[src/rtl/link_pwr_ctrl.sv]
module link_pwr_ctrl #(
  parameter int WIN      = 64,
  parameter int EDGE_MIN = 4,
  parameter int IDLE     = 64,
  parameter int QUAL_WIN = 2
) (
  input  logic       ref_clk,
  input  logic       rst_n,
  input  logic       shdn_n,
  input  logic       lclk,
  output logic [1:0] pwr_state,
  output logic       clk_act,
  output logic       dp_en,
  output logic       out_oe
);

  localparam int WW = (WIN > 1) ? $clog2(WIN) : 1;
  localparam int EW = $clog2(EDGE_MIN + 1);
  localparam int IW = $clog2(IDLE + 1);
  localparam int QW = $clog2(QUAL_WIN + 1);

  typedef enum logic [1:0] {
    ST_OFF  = 2'b00,
    ST_STBY = 2'b01,
    ST_ACT  = 2'b10
  } pstate_t;

  pstate_t       state;
  logic          sd_s1, sd_s2;
  logic          lk_s1, lk_s2, lk_s3;
  logic [WW-1:0] wcnt;
  logic [EW-1:0] ecnt;
  logic [IW-1:0] icnt;
  logic [QW-1:0] qcnt;
  logic          rise, win_end, hit_now, good_win, idle_hit, go_act;

  always_ff @(posedge ref_clk or negedge rst_n) begin
    if (!rst_n) begin
      sd_s1 <= 1'b0;
      sd_s2 <= 1'b0;
      lk_s1 <= 1'b0;
      lk_s2 <= 1'b0;
      lk_s3 <= 1'b0;
    end else begin
      sd_s1 <= shdn_n;
      sd_s2 <= sd_s1;
      lk_s1 <= lclk;
      lk_s2 <= lk_s1;
      lk_s3 <= lk_s2;
    end
  end

  assign rise     = lk_s2 & ~lk_s3;
  assign win_end  = (wcnt == WW'(WIN - 1));
  assign hit_now  = rise && (ecnt == EW'(EDGE_MIN - 1));
  assign good_win = (ecnt == EW'(EDGE_MIN)) || hit_now;
  assign idle_hit = sd_s2 && !rise && (icnt == IW'(IDLE - 1));
  assign go_act   = (state == ST_STBY) && win_end && good_win &&
                    (qcnt == QW'(QUAL_WIN - 1));

  always_ff @(posedge ref_clk or negedge rst_n) begin
    if (!rst_n)       wcnt <= '0;
    else if (win_end) wcnt <= '0;
    else              wcnt <= wcnt + WW'(1);
  end

  always_ff @(posedge ref_clk or negedge rst_n) begin
    if (!rst_n)                                 ecnt <= '0;
    else if (!sd_s2 || win_end)                 ecnt <= '0;
    else if (rise && ecnt != EW'(EDGE_MIN))     ecnt <= ecnt + EW'(1);
  end

  always_ff @(posedge ref_clk or negedge rst_n) begin
    if (!rst_n)                       icnt <= IW'(IDLE);
    else if (!sd_s2)                  icnt <= IW'(IDLE);
    else if (rise)                    icnt <= '0;
    else if (icnt != IW'(IDLE))       icnt <= icnt + IW'(1);
  end

  always_ff @(posedge ref_clk or negedge rst_n) begin
    if (!rst_n)        clk_act <= 1'b0;
    else if (!sd_s2)   clk_act <= 1'b0;
    else if (hit_now)  clk_act <= 1'b1;
    else if (idle_hit) clk_act <= 1'b0;
  end

  always_ff @(posedge ref_clk or negedge rst_n) begin
    if (!rst_n)                           qcnt <= '0;
    else if (!sd_s2 || state != ST_STBY)  qcnt <= '0;
    else if (win_end)                     qcnt <= good_win ? qcnt + QW'(1) : '0;
  end

  always_ff @(posedge ref_clk or negedge rst_n) begin
    if (!rst_n)      state <= ST_OFF;
    else if (!sd_s2) state <= ST_OFF;
    else begin
      case (state)
        ST_OFF:  state <= ST_STBY;
        ST_STBY: if (go_act)   state <= ST_ACT;
        ST_ACT:  if (idle_hit) state <= ST_STBY;
        default: state <= ST_OFF;
      endcase
    end
  end

  assign pwr_state = state;
  assign dp_en     = (state == ST_ACT);
  assign out_oe    = (state == ST_ACT);

endmodule

[config.mk]
export PLATFORM = sky130hd
export DESIGN_NAME = link_pwr_ctrl
export DESIGN_NICKNAME = d
export VERILOG_FILES = /design/src/rtl/link_pwr_ctrl.sv
export SDC_FILE = /design/constraint.sdc
export NUM_CORES = 1
export LEC_CHECK = 0
export CORE_MARGIN = 2
export CORE_UTILIZATION = 43
export CTS_CLUSTER_DIAMETER = 80
export DETAILED_ROUTE_END_ITERATION = 8
export DONT_BUFFER_PORTS = 1
export PLACE_DENSITY = 0.68
export SYNTH_ARGS = -nofsm -noshare
export SYNTH_HDL_FRONTEND = slang
export SYNTH_SLANG_ARGS = --single-unit
[constraint.sdc]
create_clock -name ref_clk -period 3.5 [get_ports ref_clk]
set_input_delay 0.35 -clock ref_clk [delete_from_list [all_inputs] [get_ports ref_clk]]
set_output_delay 0.35 -clock ref_clk [all_outputs]
set_load 0.005 [all_outputs]
==> results.json <==
{
  "status": "completed",
  "cts-root-buf": "clkbuf_4",
  "numCtsBuffers": 3,
  "syn_avg_cell_area_um2": 11.0,
  "tightestPinTransition_ns": 0.382,
  "path_clk_slew_ns": 0.13,
  "grt_pass1_wl_um": 3240,
  "cts_buffer_depth": 2,
  "via_per_inst": 5.23,
  "cts.sinks": 26,
  "fin_setup_tns_ns": 0,
  "synth_area_leaders": "dfrtp_1 53%, ha_1 7.4%, xnor2_1 4.4%",
  "dr.pass1.iters": 4,
  "grt_pass1_vias": 721,
  "syn_nets": 119,
  "ys_ff_latch": 26,
  "rows": 19,
  "worst-setup-path-type": "reg -> reg",
  "setup_viol": 0,
  "cts_resized": 0,
  "grt_max_degree": 27,
  "slew_headroom_pct": 74.3,
  "power.leakage_nw": 0.552,
  "start_util_pct": 44.2,
  "cp_slowest_cell": "dfrtp_1",
  "synth_commonest_cells": "25 x dfrtp_1, 11 x nor2_1, 7 x ha_1, 7 x inv_1, 7 x nand3_1",
  "ant_nets": 0,
  "dr.first_iter.drc_count": 30,
  "areaGrowthSynthToFinish_pct": 6.95,
  "finalHoldViolations": 0,
  "fillers": 245,
  "cp.arrival_ns": 1.84,
  "power_density_mw_per_mm2": 434,
  "final_layout_size_suffix_gt1_share_pct": 8.04,
  "finClkSkew_ns": 0.00647,
  "yosysUniqueCellTypes": 29,
  "synthCells": 108,
  "min_period_ns": 1.62,
  "drc_errors": 0,
  "routed_wl_um": 1930,
  "rsz0062_at_grt": "false",
  "critPathTopFamily": "compound AO/OA/AOI/OAI gates",
  "routedWlPerCell_um": 13.5,
  "ys_seq_area_share_pct": 54.8,
  "synth_edf_count": 0,
  "htreeDepth": 1,
  "cp.required_ns": 3.72,
  "worstPathCellList": "ha_1, nand3_2, a211oi_2, a21oi_1, a31o_2",
  "die_area_mm2": 0.00320,
  "antenna_found_initial": 0,
  "place.gp.congestion": 0.755,
  "slowest_delay_ns": 0.43,
  "die_w_um": 56.6,
  "tritoncts": "yes",
  "critPathLaunchType": "register",
  "via_count": 748,
  "cap_violations": 0,
  "cp_max_fo": 5,
  "ys.flop_type": "dfrtp_1",
  "place_area_mm2": 0.00121,
  "fmax_mhz": 619,
  "synth.most_common_cell": "dfrtp_1",
  "io_pins": 9,
  "fin_nets": 124,
  "fin_crit_sh_pct": 46.2,
  "synth-async-reset-ratio_pct": 100,
  "min_path_cells": 0,
  "syn_area_mm2": 0.00119,
  "min-delay-start": "lclk",
  "r2r_end": "pwr_state[0]$_DFFE_PN0P_",
  "overflow": 0,
  "reg2reg_setup_slack_ns": 1.88,
  "peakVddDrop_mv": 0.431,
  "io_buffers": 0,
  "end_kind": "register",
  "report.final.slew_viol_count": 0,
  "ys.warnings.count": 0,
  "insertion_delay_ns": 0.32,
  "hold_path_class": "in -> reg",
  "post_cts_buffers": 0,
  "whs_endpoint": "lk_s1$_DFF_PN0_",
  "core_area_mm2": 0.00269,
  "final_area_mm2": 0.00127,
  "yosysTopAreaCellShare_pct": 52.6,
  "crit_buf_inv": 0,
  "track_usage_pct": 13.6,
  "die_h_um": 56.6,
  "r2r_cells": 5,
  "diodes": 0,
  "timing.rr.start": "wcnt[0]$_DFF_PN0_",
  "netlist.top_cell.by_area": "dfrtp_1",
  "dpl.hpwl_um": 1390
}
## kinds of logic after synthesis
kind of cell,count (synthesis),synth area share (%)
adder cells (fa/ha/maj),7,7.37
AND/OR/NAND/NOR,38,17.1
buffers and inverters,9,3.26
XOR/XNOR,10,7.37
AO/OA/AOI/OAI,17,9.26
flip-flops,26,54.8
multiplexers,1,0.842
## worst register-to-register path: stages, from the launching register on
cell      delay (ns)
dfrtp_1         0.43
ha_1            0.26
nand3_2         0.15
a211oi_2        0.31
a21oi_1         0.14
a31o_2          0.23
## power by group
group / internal [mW] / total (mW) / leakage [nW] / switching, mW
clock network: 0.0447 / 0.129 / 0.0150 / 0.0848
logic: 0.0347 / 0.0821 / 0.208 / 0.0474
registers: 0.320 / 0.340 / 0.329 / 0.0199
total: 0.399 / 0.551 / 0.552 / 0.152
## per-stage QoR
| stage | instances | power, mW | util, % | hold slack (ns) | setup WS [ns] |
|---|---|---|---|---|---|
| after floorplan | 108 | 0.405 | - | 0.0544 | 2.09 |
| after global placement | 137 | 0.412 | 45.2 | 0.0549 | 2.01 |
| after detailed placement | 137 | 0.418 | 45.2 | 0.0549 | 1.94 |
| after CTS | 143 | 0.558 | 47.3 | 0.0256 | 1.89 |
| after global routing | 143 | 0.581 | 47.3 | 0.00508 | 1.80 |
| final | 143 | 0.551 | 47.3 | 0.0370 | 1.88 |
## worst max-delay path by stage
stage,from,endpoint,cells after the start
CTS,wcnt[0]$_DFF_PN0_,pwr_state[0]$_DFFE_PN0P_,5
global route,wcnt[0]$_DFF_PN0_,pwr_state[0]$_DFFE_PN0P_,5
global placement,wcnt[0]$_DFF_PN0_,pwr_state[0]$_DFFE_PN0P_,5
finish,wcnt[0]$_DFF_PN0_,pwr_state[0]$_DFFE_PN0P_,5
detailed placement,ecnt[1]$_DFFE_PN0P_,pwr_state[0]$_DFFE_PN0P_,6
floorplan,wcnt[0]$_DFF_PN0_,pwr_state[0]$_DFFE_PN0P_,5
## registers in the layout, indices dropped and copies added (netlist names)
register,count
lk_s3,1
ecnt,3
qcnt,2
lk_s2,1
clk_act,1
icnt,7
lk_s1,1
sd_s1,1
pwr_state,2
sd_s2,1
wcnt,6
## routing by layer
| metal | wire [µm] | vias to the layer above | global-route usage [%] |
|---|---|---|---|
| met5 | 0 | - | 0 |
| met4 | 32 | 0 | 5.10 |
| met3 | 72 | 5 | 4.84 |
| met2 | 969 | 10 | 23.1 |
| met1 | 856 | 358 | 15.7 |
| li1 | - | 375 | - |
## timing repair
action / CTS / global route
hold buffers: 2 / 0
endpoints found under the setup margin: 0 / 0
endpoints found under the hold margin: 26 / 0
## area by class of cell
type                    instances  area (µm²)  area share, %
clock buffers                   4        26.3           2.07
inverters                       7        26.3           2.07
multi-input cells              73         498           39.2
flip-flops and latches         26         652           51.3
well taps                      31        38.8           3.05
repair buffers                  2        30.0           2.36
## layout by cell type, fill, tap and decap left out, types with 3 or more instances in the layout
cell type,instances
xnor2_1,6
nand2_1,6
inv_1,7
ha_1,7
o21ai_0,6
a21oi_1,4
nor2_1,11
xor2_1,4
dfrtp_1,25
o31ai_1,3
clkbuf_4,3
nand3_1,7
No activity file was read; power rests on OpenSTA's default activity.
